$ cat src/rtl/split_acc_pkg.sv
package split_acc_pkg;
  localparam int HALF_W     = 32;
  localparam int WIDE_W     = 2 * HALF_W;
  localparam int STRIDE_LSB = 6;   // 64-byte register spacing
  localparam int HALF_BIT   = 2;   // selects the upper word

  typedef struct packed {
    logic              valid;
    logic              err;
    logic [HALF_W-1:0] data;
  } rsp_t;
endpackage

$ cat src/rtl/split_acc_rstsync.sv
module split_acc_rstsync (
  input  logic clk,
  input  logic rst_n,
  output logic rst_n_sync
);
  logic [1:0] stage_q;

  always_ff @(posedge clk or negedge rst_n) begin
    if (!rst_n) stage_q <= 2'b00;
    else        stage_q <= {stage_q[0], 1'b1};
  end

  assign rst_n_sync = stage_q[1];
endmodule

$ cat src/rtl/split_acc_decode.sv
module split_acc_decode #(
  parameter int                  ADDR_W     = 12,
  parameter int                  NUM_REGS   = 16,
  parameter logic [NUM_REGS-1:0] INERT_MASK = '0,
  localparam int                 IDX_W      = $clog2(NUM_REGS)
) (
  input  logic [ADDR_W-1:0] addr,
  output logic              hit,
  output logic              inert,
  output logic              upper,
  output logic [IDX_W-1:0]  idx
);
  import split_acc_pkg::*;

  localparam int                RN_W   = ADDR_W - STRIDE_LSB;
  localparam logic [RN_W-1:0]   RN_LIM = RN_W'(NUM_REGS);

  logic [RN_W-1:0]     rnum;
  logic [NUM_REGS-1:0] inert_sel;
  logic                aligned;

  assign rnum    = addr[ADDR_W-1:STRIDE_LSB];
  assign idx     = rnum[IDX_W-1:0];
  assign upper   = addr[HALF_BIT];
  assign aligned = (addr[STRIDE_LSB-1:HALF_BIT+1] == '0) && (addr[HALF_BIT-1:0] == '0);
  assign hit     = aligned && (rnum < RN_LIM);

  for (genvar g = 0; g < NUM_REGS; g++) begin : g_inert
    assign inert_sel[g] = INERT_MASK[g] && (idx == IDX_W'(g));
  end

  assign inert = hit && (|inert_sel);
endmodule

$ cat src/rtl/split_acc_latch.sv
module split_acc_latch #(
  parameter int W = 32
) (
  input  logic         clk,
  input  logic         rst_n,
  input  logic         load_en,
  input  logic [W-1:0] load_val,
  output logic [W-1:0] q
);
  logic [W-1:0] q_d;

  always_comb begin
    q_d = q;
    if (load_en) q_d = load_val;
  end

  always_ff @(posedge clk or negedge rst_n) begin
    if (!rst_n)       q <= '0;
    else if (load_en) q <= q_d;
  end
endmodule

$ cat src/rtl/split_acc_resp.sv
module split_acc_resp
  import split_acc_pkg::*;
(
  input  logic clk,
  input  logic rst_n,
  input  rsp_t rsp_d,
  output rsp_t rsp_q
);
  rsp_t rsp_n;

  always_comb begin
    rsp_n = rsp_d;
    if (!rsp_d.valid) rsp_n.data = rsp_q.data;
  end

  always_ff @(posedge clk or negedge rst_n) begin
    if (!rst_n) rsp_q <= '0;
    else        rsp_q <= rsp_n;
  end
endmodule

$ cat src/rtl/split_acc_bridge.sv
module split_acc_bridge #(
  parameter int                  ADDR_W     = 12,
  parameter int                  NUM_REGS   = 16,
  parameter logic [NUM_REGS-1:0] INERT_MASK = 16'h00C0,
  localparam int                 IDX_W      = $clog2(NUM_REGS)
) (
  input  logic              clk,
  input  logic              rst_n,
  input  logic              req_valid,
  output logic              req_ready,
  input  logic              req_write,
  input  logic [ADDR_W-1:0] req_addr,
  input  logic [31:0]       req_wdata,
  output logic              rsp_valid,
  output logic              rsp_err,
  output logic [31:0]       rsp_rdata,
  output logic [IDX_W-1:0]  reg_idx,
  output logic              reg_rd_en,
  output logic              reg_wr_en,
  output logic [63:0]       reg_wdata,
  input  logic [63:0]       reg_rdata
);
  import split_acc_pkg::*;

  logic              rst_n_q;
  logic              fire, hit, inert, upper;
  logic              latch_ld;
  logic [HALF_W-1:0] latch_val, latch_q;
  rsp_t              rsp_d, rsp_q;

  split_acc_rstsync u_rst (.clk(clk), .rst_n(rst_n), .rst_n_sync(rst_n_q));

  split_acc_decode #(.ADDR_W(ADDR_W), .NUM_REGS(NUM_REGS), .INERT_MASK(INERT_MASK)) u_dec (
    .addr(req_addr), .hit(hit), .inert(inert), .upper(upper), .idx(reg_idx)
  );

  assign req_ready = rst_n_q;
  assign fire      = req_valid && req_ready;

  // bank strobes
  assign reg_rd_en = fire && !req_write && !upper && hit && !inert;
  assign reg_wr_en = fire &&  req_write &&  upper && hit && !inert;
  assign reg_wdata = {req_wdata, latch_q};

  // holding latch: loaded by any decoded low-half access
  always_comb begin
    latch_ld  = fire && hit && !upper;
    latch_val = req_wdata;
    if (!req_write) latch_val = inert ? '0 : reg_rdata[WIDE_W-1:HALF_W];
  end

  split_acc_latch #(.W(HALF_W)) u_latch (
    .clk(clk), .rst_n(rst_n_q), .load_en(latch_ld), .load_val(latch_val), .q(latch_q)
  );

  // response formation
  always_comb begin
    rsp_d.valid = fire;
    rsp_d.err   = fire && !hit;
    if (req_write)   rsp_d.data = '0;
    else if (!hit)   rsp_d.data = '1;
    else if (upper)  rsp_d.data = latch_q;
    else if (inert)  rsp_d.data = '0;
    else             rsp_d.data = reg_rdata[HALF_W-1:0];
  end

  split_acc_resp u_rsp (.clk(clk), .rst_n(rst_n_q), .rsp_d(rsp_d), .rsp_q(rsp_q));

  assign rsp_valid = rsp_q.valid;
  assign rsp_err   = rsp_q.err;
  assign rsp_rdata = rsp_q.data;
endmodule

$ cat config.mk
export PLATFORM = sky130hd
export DESIGN_NAME = split_acc_bridge
export DESIGN_NICKNAME = d
export VERILOG_FILES = /design/src/rtl/split_acc_pkg.sv /design/src/rtl/split_acc_rstsync.sv /design/src/rtl/split_acc_decode.sv /design/src/rtl/split_acc_latch.sv /design/src/rtl/split_acc_resp.sv /design/src/rtl/split_acc_bridge.sv
export SDC_FILE = /design/constraint.sdc
export NUM_CORES = 1
export LEC_CHECK = 0
export CAP_MARGIN = 15
export CORE_ASPECT_RATIO = 0.8
export CORE_MARGIN = 2
export CORE_UTILIZATION = 45
export CTS_CLUSTER_SIZE = 8
export DETAILED_ROUTE_END_ITERATION = 8
export DONT_BUFFER_PORTS = 1
export MAX_ROUTING_LAYER = met4
export PLACE_DENSITY = 0.64
export SLEW_MARGIN = 40
export SYNTH_ARGS = -nofsm -noshare
export SYNTH_HDL_FRONTEND = slang
export SYNTH_SLANG_ARGS = --single-unit
$ cat constraint.sdc
create_clock -name clk -period 9 [get_ports clk]
set_input_delay 1.35 -clock clk [delete_from_list [all_inputs] [get_ports clk]]
set_output_delay 1.35 -clock clk [all_outputs]
set_load 0.02 [all_outputs]
Word-level counts from Yosys, hierarchy flattened
Cells that the tools add are included.
Widths: inputs -> output; s select.

storage, ports and cells
  bits in writable memories = 0
  bits of input ports = 112
  latch bits = 0
  output and inout port bits = 105
  memory bits (read-only) = 0
  register bits = 68
  word-level logic and storage cells = 36
  memories kept = 0

cells by class
  multiply operators = 0
  $lt $le $gt $ge = 1
  div/mod/pow operators = 0
  reductions and logical operators = 22
  shift-type cells = 0
  multiplexer cells = 6
  bitwise gates (word level) = 0
  equal/unequal tests = 2
  add/subtract/negate cells = 0

operators with widths
  operator            count
  $mux 32             6
  $logic_and 1x1->1   15
  $eq 4x3->1 const B  2
  $lt 6x5->1 const B  1
  $logic_not 1->1     4
  $logic_not 3->1     1
  $logic_not 2->1     1
  $reduce_or 2->1     1

Logic depth before layout (Yosys ltp)
Gate-level depths: netlist of run 1.

  depth after elaboration = 8
  depth in mapped cells = 7
  depth with buffers taken out = 5

Hierarchy
A second synthesis of run 1 with hierarchy kept.

unflattened totals
  cells, all modules = 343
  area total of the unflattened synthesis = 4,154.0 sq um

modules (own cells, without submodules)
  module             times used  area an instance (sq um)  seq. area each (sq um)  cells each
  split_acc_resp     1           1,395.1                   850.8                   70
  split_acc_latch    1           1,345.0                   800.8                   68
  split_acc_bridge   1           1,285.0                   0.0                     192
  split_acc_decode   1           75.1                      0.0                     10
  split_acc_rstsync  1           53.8                      50.0                    3

Worst setup path before layout of run 1
Ideal clock, no wire load.

  path kind = reg2out
  from = register u_rst.stage_q[1]
  to = output port reg_rd_en
  stages on the path, launching flop included = 4
  buffers on the path = 0
  setup slack = 4,396 ps
  arrival time = 3,254 ps
  data required time = 7,650 ps
  cells stage by stage = dfrtp_1 -> nand2_1 -> or4_1 -> nor2_1

on the way
  cells in the longest elaborated chain, start to end = 5

ends and longest elaborated chain
  what                             line                     RTL
  start: declaration               split_acc_rstsync.sv:6   logic [1:0] stage_q;
  start signal: assignment         split_acc_rstsync.sv:10  else stage_q <= {stage_q[0], 1'b1};
  $logic_and 1x1->1                split_acc_bridge.sv:38   assign fire = req_valid && req_ready;
  $logic_and 1x1->1 (4 in series)  split_acc_bridge.sv:41   assign reg_rd_en = fire && !req_write && !upper && hit && !inert;
  end: declaration                 split_acc_bridge.sv:18   output logic reg_rd_en,

Every way passes these cells.

Final worst setup path of run 1
  from = input port req_addr[11]
  to = output port reg_rd_en

on the way
  cells in the longest elaborated chain, start to end = 5
  elaborated cells between the ends (all ways) = 6
  those cells by class = order compare (1); reduce/logical (5)

ends and longest elaborated chain
  what                   line                    RTL
  start: declaration     split_acc_bridge.sv:12  input logic [ADDR_W-1:0] req_addr,
  $lt 6x5->1 (*)         split_acc_decode.sv:26  assign hit = aligned && (rnum < RN_LIM);
  $logic_and 1x1->1 (*)  split_acc_decode.sv:26
  $logic_and 1x1->1      split_acc_decode.sv:32  assign inert = hit && (|inert_sel);
  $logic_not 1->1        split_acc_bridge.sv:41
  $logic_and 1x1->1 (*)  split_acc_bridge.sv:41

Every way passes the cells marked *; elsewhere a longest branch is shown, timed or not.

==> results.py, run 1 <==
metrics = {
    "critical_path": {
        "cp_slowest_cell": "or4_1",
        "crit_arrival_ns": 3.45,
        "slowest_delay_ns": 0.63,
        "crit_type": "in -> out",
        "worst_ep_required_time_ns": 7.65,
        "critPathLaunchType": "input port",
        "crit_chain": "nor3_1 > nand2_2 > or4_1 > nor2_1",
        "path_max_fanout": 34,
        "path_delay_family": "simple AND/OR/NAND/NOR gates",
        "path_buf_inv": 0,
        "worst_setup_path_end_kind": "output pin",
    },
    "detailed_routing": {
        "drt_iter0_markers": 130,
        "vias": 2539,
        "routed_wirelength_um": 8720,
        "ant_nets": 0,
        "wl_per_cell_um": 22.8,
        "avgViaCountPerCell": 6.65,
        "remaining_drc_errors": 0,
        "dr.pass1.iters": 5,
    },
    "yosys": {
        "avgSynthCellArea_um2": 9.64,
        "ys_types": 21,
        "synth_ff_type": "dfrtp_1",
        "ys_seq_area_share_pct": 51.6,
        "syn-cell-area_um2": 3300,
        "synth_nets": 454,
        "syn_inst": 342,
        "synth_area_leaders": "dfrtp_1, buf_4, a221oi_1",
        "ys_warn_count": 0,
        "synth_seq_cells": 68,
        "yosysTopAreaCell": "dfrtp_1",
        "synth_edf_count": 0,
        "synth_top_area_share_pct": 51.6,
        "ys_top_cells_by_count": "dfrtp_1, buf_4, nand2_1, nor2_1, a21oi_1",
        "ys_async_sr_fraction_pct": 100,
        "synth_most_common_cell": "dfrtp_1",
    },
    "layout": {
        "fillers": 660,
        "fin_util_pct": 46.9,
        "syn_to_final_growth_pct": -0.569,
        "diodes": 0,
        "drive_gt1_share_pct": 8.47,
        "nNetsFinal": 403,
    },
    "pwr": {
        "ir_drop_mv": 0.0830,
        "power.density_nw_per_um2": 209,
        "leakage_uw": 0.00145,
    },
    "timing": {
        "grt_setup_unrepaired": "no",
        "finalSetupTns_ns": 0,
        "drv_slew": 0,
        "slew_headroom_pct": 51.7,
        "min_period_over_period_pct": 53.3,
        "fin_skew_ns": 0.00995,
        "clock.fmax_mhz": 208,
        "worstMarginPinSlew_ns": 0.723,
        "hold_violations": 0,
        "whs_ns": 0.352,
        "setup_viol": 0,
        "fin_crit_ns": 4.80,
    },
    "global_route": {
        "antenna_found_initial": 0,
        "grt-ovfl-total": 0,
        "grt_pass1_vias": 2430,
        "grt_max_degree": 67,
        "grt_pass1_wl_um": 13200,
        "grt.total_usage_pct": 22.3,
    },
    "floorplan": {
        "fp.dieW_um": 99.7,
        "coreArea_um2": 6990,
        "num_io_pins": 217,
        "placementRows": 27,
        "die_h_um": 80.6,
        "start_util_pct": 47.1,
        "dieArea_um2": 8030,
    },
    "min_path": {
        "hp-class": "reg -> reg",
    },
    "clock_tree": {
        "htreeDepth": 3,
        "post-cts-setup-buffers": 0,
        "clock_sinks": 68,
        "clkSlewWorstSetupHoldPaths_ns": 0.07,
        "cts_resized": 0,
        "cts_hold_buf": 0,
        "cts_tree": "done",
        "clk_path_buf_depth": 2,
        "clock_latency_ns": 0.33,
        "cts_made_buffers": 9,
        "cts.root.buffer_cell": "clkbuf_8",
    },
    "run": {
        "max-cap-violations": 0,
    },
    "outcome": {
        "status": "finished clean",
    },
    "placed_design": {
        "routabilityCongestion": 0.767,
        "detailed_place_hpwl_um": 5760,
        "port_buffers": 0,
    },
}
power breakdown:
group / internal [uW] / switching [uW]
combinational: 19.0 / 30.4
sequential: 331 / 54.5
clock: 142 / 108
path summary, 6_finish.rpt:
path | start | end | slack (ns) | depth (start not counted)
hold / removal | u_rst.stage_q[0] | u_rst.stage_q[1] | 0.35 | 0
max in group asynchronous | u_rst.stage_q[1] | u_latch.q[24] | 8.01 | 1
min in group asynchronous | u_rst.stage_q[1] | u_latch.q[20] | 0.53 | 1
setup reg to reg | u_rst.stage_q[1] | u_latch.q[11] | 6.94 | 6
setup / recovery | req_addr[11] | reg_rd_en | 4.20 | 4
hold reg to reg | u_rst.stage_q[0] | u_rst.stage_q[1] | 0.35 | 0
per-layer routing:
layer / part of all wire, % / track usage [%] / up-vias
met5: 0 / - / -
met4: 1.3 / 7.95 / 0
met3: 11 / 7.92 / 12
met2: 49 / 36.6 / 173
met1: 39 / 25.7 / 1250
li1: - / - / 1104
cells in the final DEF (no fill, tap or decap):
cell type and n:
dfrtp_1 67, a221oi_1 32, clkinv_2 1, buf_6 1, inv_1 1, nand2_2 1, dfrtp_4 1, clkbuf_1 2
or4_1 1, o21ai_0 32, nor2_1 33, nor4_2 1, buf_16 1, a31oi_4 1, buf_4 2, bufinv_16 1
conb_1 1, a22oi_1 32, nor3_1 1, nor2_2 1, nand2b_2 1, and3b_1 1, nor4_4 1, and4b_4 1
a21oi_1 33, nand2_1 34, clkbuf_8 11
kinds of logic after synthesis:
logic type             synth area share (%)
AND/OR/NAND/NOR                        9.91
flip-flops                             51.6
AO/OA/AOI/OAI                          25.8
buffers and inverters                  12.5
other                                 0.114
sequential cells by signal, summed over array words and instances, names as in the netlist:
register       count
u_rst.stage_q      2
u_latch.q         32
u_rsp.rsp_q       34
final cells by class:
cell class / instances / area [um^2] / share of cell area, %
Clock buffer: 13 / 159 / 4.85
Clock inverter: 2 / 35.0 / 1.07
Inverter: 1 / 3.75 / 0.115
Multi-Input combinational cell: 207 / 1210 / 37.0
Sequential cell: 68 / 1710 / 52.0
Tap cell: 87 / 109 / 3.32
Timing Repair Buffer: 4 / 53.8 / 1.64
per-stage QoR:
step | worst slack (ns) | power, uW | cell area (um^2) | instances
floorplan | 4.40 | 449 | 3300 | 342
global placement | 4.37 | 438 | 3040 | 366
detailed placement | 4.23 | 442 | 3080 | 367
CTS | 4.22 | 693 | 3270 | 382
global route | 4.12 | 714 | 3280 | 382
finish | 4.20 | 685 | 3280 | 382
No activity file was read; power rests on OpenSTA's default activity.
==> run 2, diff against run 1 <==
- clock period: 9 -> 4.7 ns (I/O delays scaled with it)
==> run 2 against run 1 <==
  * Die area unchanged
  * Hold slack got worse by 0.30 ns
  * Cell area increased by 0.65%
  * Final cell count increased by 0.79%
  * Total power increased by 94%
  * Critical path depth unchanged
  * Utilization increased by 0.30 points
  * Clock power increased by 97%
  * Flip-flop and latch count unchanged
  * Highest routed layer unchanged
==> results.py, run 2 (synthesized netlist as in run 1, its figures left out) <==
metrics = {
    "outcome": {
        "status": "finished clean",
    },
    "timing": {
        "drv_slew": 0,
        "min_period_over_period_pct": 60.5,
        "fin_skew_ns": 0.00939,
        "finalSetupTns_ns": 0,
        "worstMarginPinSlew_ns": 0.762,
        "slew_headroom_pct": 49.2,
        "grt_setup_unrepaired": "no",
        "setup_viol": 0,
        "whs_ns": 0.0559,
        "fin_crit_ns": 2.84,
        "hold_violations": 0,
        "clock.fmax_mhz": 352,
    },
    "layout": {
        "fillers": 670,
        "final_common_cell": "dfrtp_1",
        "largest_reg_flops": 34,
        "nNetsFinal": 405,
        "post-route-cell-area_um2": 3300,
        "syn_to_final_growth_pct": 0.0758,
        "drive_gt1_share_pct": 8.72,
        "reg.largest.list": "u_rsp.rsp_q: 34 flops, u_latch.q: 32 flops, u_rst.stage_q: 2 flops",
        "regMostFlops": "u_rsp.rsp_q",
        "diodes": 0,
        "final_cell_mix": "dfrtp_1, nand2_1, a21oi_1, nor2_1",
    },
    "floorplan": {
        "die_h_um": 80.6,
        "coreArea_um2": 6990,
        "placementRows": 27,
        "start_util_pct": 47.1,
        "dieArea_um2": 8030,
        "fp.dieW_um": 99.7,
        "num_io_pins": 217,
    },
    "detailed_routing": {
        "wl_per_cell_um": 23.5,
        "vias": 2489,
        "routed_wirelength_um": 9040,
        "drt_iter0_markers": 135,
        "remaining_drc_errors": 0,
        "avgViaCountPerCell": 6.46,
        "ant_nets": 0,
        "dr.pass1.iters": 4,
    },
    "clock_tree": {
        "cts_made_buffers": 9,
        "cts.root.buffer_cell": "clkbuf_8",
        "cts_resized": 0,
        "clk_path_buf_depth": 2,
        "clkSlewWorstSetupHoldPaths_ns": 0.07,
        "clock_latency_ns": 0.33,
        "post-cts-setup-buffers": 0,
        "htreeDepth": 3,
        "cts_tree": "done",
        "clock_sinks": 68,
        "cts_hold_buf": 0,
    },
    "critical_path": {
        "path_buf_inv": 0,
        "worst_ep_required_time_ns": 3.99,
        "worst_setup_path_end_kind": "output pin",
        "path_delay_family": "simple AND/OR/NAND/NOR gates",
        "reg2reg_from": "u_rst.stage_q[1]",
        "critPathLaunchType": "input port",
        "r2r_setup_slack_ns": 2.50,
        "path_max_fanout": 4,
        "cp_slowest_cell": "nor3_1",
        "crit_type": "in -> out",
        "crit_chain": "nor3_1 > nand2_2 > or4_1 > nor2_1",
        "slowest_delay_ns": 0.52,
        "ff2ff_path_depth": 5,
        "crit_arrival_ns": 2.14,
        "r2r_end": "u_latch.q[8]",
    },
    "global_route": {
        "grt.total_usage_pct": 23.6,
        "grt_max_degree": 67,
        "antenna_found_initial": 0,
        "grt_pass1_wl_um": 13800,
        "grt-ovfl-total": 0,
        "grt_pass1_vias": 2544,
    },
    "pwr": {
        "ir_drop_mv": 0.165,
        "leakage_uw": 0.00147,
        "power.density_nw_per_um2": 402,
    },
    "placed_design": {
        "detailed_place_hpwl_um": 6020,
        "dpl_cell_area_um2": 3090,
        "port_buffers": 0,
        "routabilityCongestion": 0.755,
    },
    "run": {
        "max-cap-violations": 0,
    },
    "min_path": {
        "hp-class": "in -> async",
    },
}
==> run 2: metal layers <==
metal  vias up  track usage (%)  wire length, um
met5         -                -                0
met4         0             7.53              159
met3        20             8.96              782
met2       153             38.3             4490
met1      1209             27.4             3620
li1       1107                -                -
==> run 2: worst max path at each step <==
stage / endpoint / startpoint / cells past startpoint / slack [ns]
6_report: reg_rd_en / req_addr[11] / 4 / 1.86
5_1_grt: reg_rd_en / u_rst.stage_q[1] / 3 / 1.74
4_1_cts: reg_rd_en / u_rst.stage_q[1] / 3 / 1.84
3_5_place_dp: reg_rd_en / req_addr[11] / 4 / 1.85
3_3_place_gp: reg_rd_en / req_addr[11] / 4 / 1.93
2_1_floorplan: reg_rd_en / u_rst.stage_q[1] / 3 / 0.74
==> run 2: final cells by class <==
cell class	count	area [um^2]	area share, %
clock buffers	15	176	5.35
clock inverters	1	30.0	0.910
inverters	1	3.75	0.114
multi-input cells	207	1210	36.6
flip-flops and latches	68	1710	51.7
well taps	87	109	3.30
repair buffers	6	68.8	2.09
==> run 2: worst register-to-register path, cell delays in order (launching register included) <==
cell     delay [ns]
dfrtp_4        0.50
nand2_1        0.35
inv_1          0.24
and4b_4        0.77
nor2_1         0.13
a21oi_1        0.14
==> run 2: through the flow <==
stage                     setup slack [ns]  power (uW)  cells  util (%)
after detailed placement              1.85         847    369      44.2
after global routing                  1.74        1390    385      47.2
after CTS                             1.84        1350    385      47.2
final                                 1.86        1330    385      47.2
after floorplan                      0.741         859    342         -
after global placement                1.93         840    368      43.7
==> run 2: power by group <==
part           leakage (uW)  total, uW  switching, uW  internal, uW
registers          0.000886        739            104           634
clock network      0.000104        493            204           290
logic              0.000477       95.6           59.1          36.4
total               0.00147       1330            367           960
==> run 3, diff against run 2 <==
- clock period: 4.7 -> 2.9 ns (I/O delays scaled with it)
==> run 3 against run 2 <==
  * Hold slack improved by 0.25 ns
  * Highest routed layer unchanged
  * Sequential power increased by 62%
  * Non-clock buffer count up 5
  * Wire length decreased by 2.4%
  * First-iteration DRC count fell by 27%
  * Total power up 61%
  * Largest power group unchanged
  * Sequential share of layout area shrank 0.21 points
  * Critical path type unchanged
  * Final cell count rose by 1.3%
  * Combinational power rose by 64%
==> results.py, run 3 (synthesized netlist as in run 1, its figures left out) <==
metrics = {
    "critical_path": {
        "r2r_setup_slack_ns": 1.07,
        "crit_type": "in -> out",
        "ff2ff_path_depth": 6,
        "crit_arrival_ns": 1.80,
        "worst_ep_required_time_ns": 2.47,
        "critPathLaunchType": "input port",
        "worst_setup_path_end_kind": "output pin",
        "path_max_fanout": 33,
    },
    "outcome": {
        "status": "finished clean",
    },
    "layout": {
        "syn_to_final_growth_pct": 0.493,
        "diodes": 0,
        "largest_reg_flops": 34,
        "drive_gt1_share_pct": 10.2,
        "final_cell_mix": "dfrtp_1, nand2_1, a21oi_1, nor2_1",
        "nNetsFinal": 410,
        "regMostFlops": "u_rsp.rsp_q",
        "final_common_cell": "dfrtp_1",
        "fin_util_pct": 47.4,
        "fillers": 698,
        "post-route-cell-area_um2": 3310,
        "reg.largest.list": "u_rsp.rsp_q: 34 flops, u_latch.q: 32 flops, u_rst.stage_q: 2 flops",
    },
    "detailed_routing": {
        "avgViaCountPerCell": 6.39,
        "ant_nets": 0,
        "dr.pass1.iters": 4,
        "drt_iter0_markers": 99,
        "vias": 2493,
        "remaining_drc_errors": 0,
        "routed_wirelength_um": 8830,
        "wl_per_cell_um": 22.6,
    },
    "clock_tree": {
        "clock_sinks": 68,
        "cts_tree": "done",
        "cts_hold_buf": 1,
        "clkSlewWorstSetupHoldPaths_ns": 0.07,
        "htreeDepth": 3,
        "post-cts-setup-buffers": 0,
        "clock_latency_ns": 0.33,
        "clk_path_buf_depth": 2,
        "cts_made_buffers": 9,
        "cts.root.buffer_cell": "clkbuf_8",
        "cts_resized": 0,
    },
    "timing": {
        "fin_skew_ns": 0.00816,
        "grt_setup_unrepaired": "no",
        "slew_headroom_pct": 52.5,
        "clock.fmax_mhz": 448,
        "fin_crit_ns": 2.23,
        "drv_slew": 0,
        "setup_viol": 0,
        "finalSetupTns_ns": 0,
        "worstMarginPinSlew_ns": 0.713,
        "setup_ws_ns": 0.665,
        "hold_violations": 0,
        "whs_ns": 0.302,
        "min_period_over_period_pct": 77.1,
    },
    "global_route": {
        "antenna_found_initial": 0,
        "grt-ovfl-total": 0,
        "grt_pass1_wl_um": 13300,
        "grt_pass1_vias": 2381,
        "grt_max_degree": 68,
        "grt.busiest_layer": "met2",
        "met1_usage_pct": 28.3,
        "grt.total_usage_pct": 22.6,
        "met3_usage_pct": 6.88,
        "grt_use_met2_pct": 35.9,
    },
    "pwr": {
        "power.internal_uw": 1530,
        "leakage_uw": 0.00148,
        "power.density_nw_per_um2": 646,
        "clkPwrFrac_pct": 36.9,
        "p_seq_share_pct": 55.8,
        "comb_power_share_pct": 7.3,
        "switching_share_pct": 28.6,
        "ir_drop_mv": 0.272,
        "power.switching_uw": 613,
    },
    "floorplan": {
        "start_util_pct": 47.1,
        "coreArea_um2": 6990,
        "dieArea_um2": 8030,
        "num_io_pins": 217,
        "placementRows": 27,
        "die_h_um": 80.6,
        "fp.dieW_um": 99.7,
    },
    "min_path": {
        "hp-class": "in -> reg",
        "min_path_cells": 2,
    },
    "placed_design": {
        "port_buffers": 0,
        "routabilityCongestion": 0.745,
        "detailed_place_hpwl_um": 5910,
        "place_ws_ns": 0.663,
        "dpl_cell_area_um2": 3100,
    },
    "run": {
        "max-cap-violations": 0,
    },
}
## run 3: final cells by class
cell class	count	area (um^2)	area share, %
Clock buffer	12	155	4.68
Sequential cell	68	1710	51.5
Timing Repair Buffer	11	88.8	2.68
Clock inverter	4	47.5	1.44
Inverter	1	3.75	0.113
Multi-Input combinational cell	207	1200	36.3
Tap cell	87	109	3.29
## run 3: layer usage
metal  part of all wire [%]  up-vias
li1                       -     1116
met1                     41     1233
met2                     50      134
met3                    8.4       10
met4                   0.96        0
met5                      0        -
## run 3: final timing paths
kind                                        from          endpoint
worst max-delay path                req_addr[11]         reg_wr_en
worst min-delay path                 req_addr[0]   u_rsp.rsp_q[32]
worst max register to register  u_rst.stage_q[1]     u_latch.q[13]
worst min register to register  u_rst.stage_q[0]  u_rst.stage_q[1]
max in group asynchronous       u_rst.stage_q[1]   u_rsp.rsp_q[15]
min in group asynchronous                  rst_n  u_rst.stage_q[0]
## run 3: per-stage QoR
step	cells	power, uW
after floorplan	342	1390
after detailed placement	373	1370
after CTS	390	2170
after global placement	373	1360
after global routing	390	2240
final	390	2140
## run 3: critical path: stages
cell and delay [ns]:
nor3_1 0.50, nand2_2 0.10, buf_4 0.27, nor4_1 0.30
buf_4 0.19
## run 3: power groups by stage
stage / registers, uW / logic, uW / clock network [uW]
2_1_floorplan: 1200 / 191 / 0
3_5_place_dp: 1210 / 159 / 0
3_3_place_gp: 1210 / 152 / 0
4_1_cts: 1200 / 161 / 816
5_1_grt: 1200 / 185 / 855
6_report: 1200 / 157 / 789
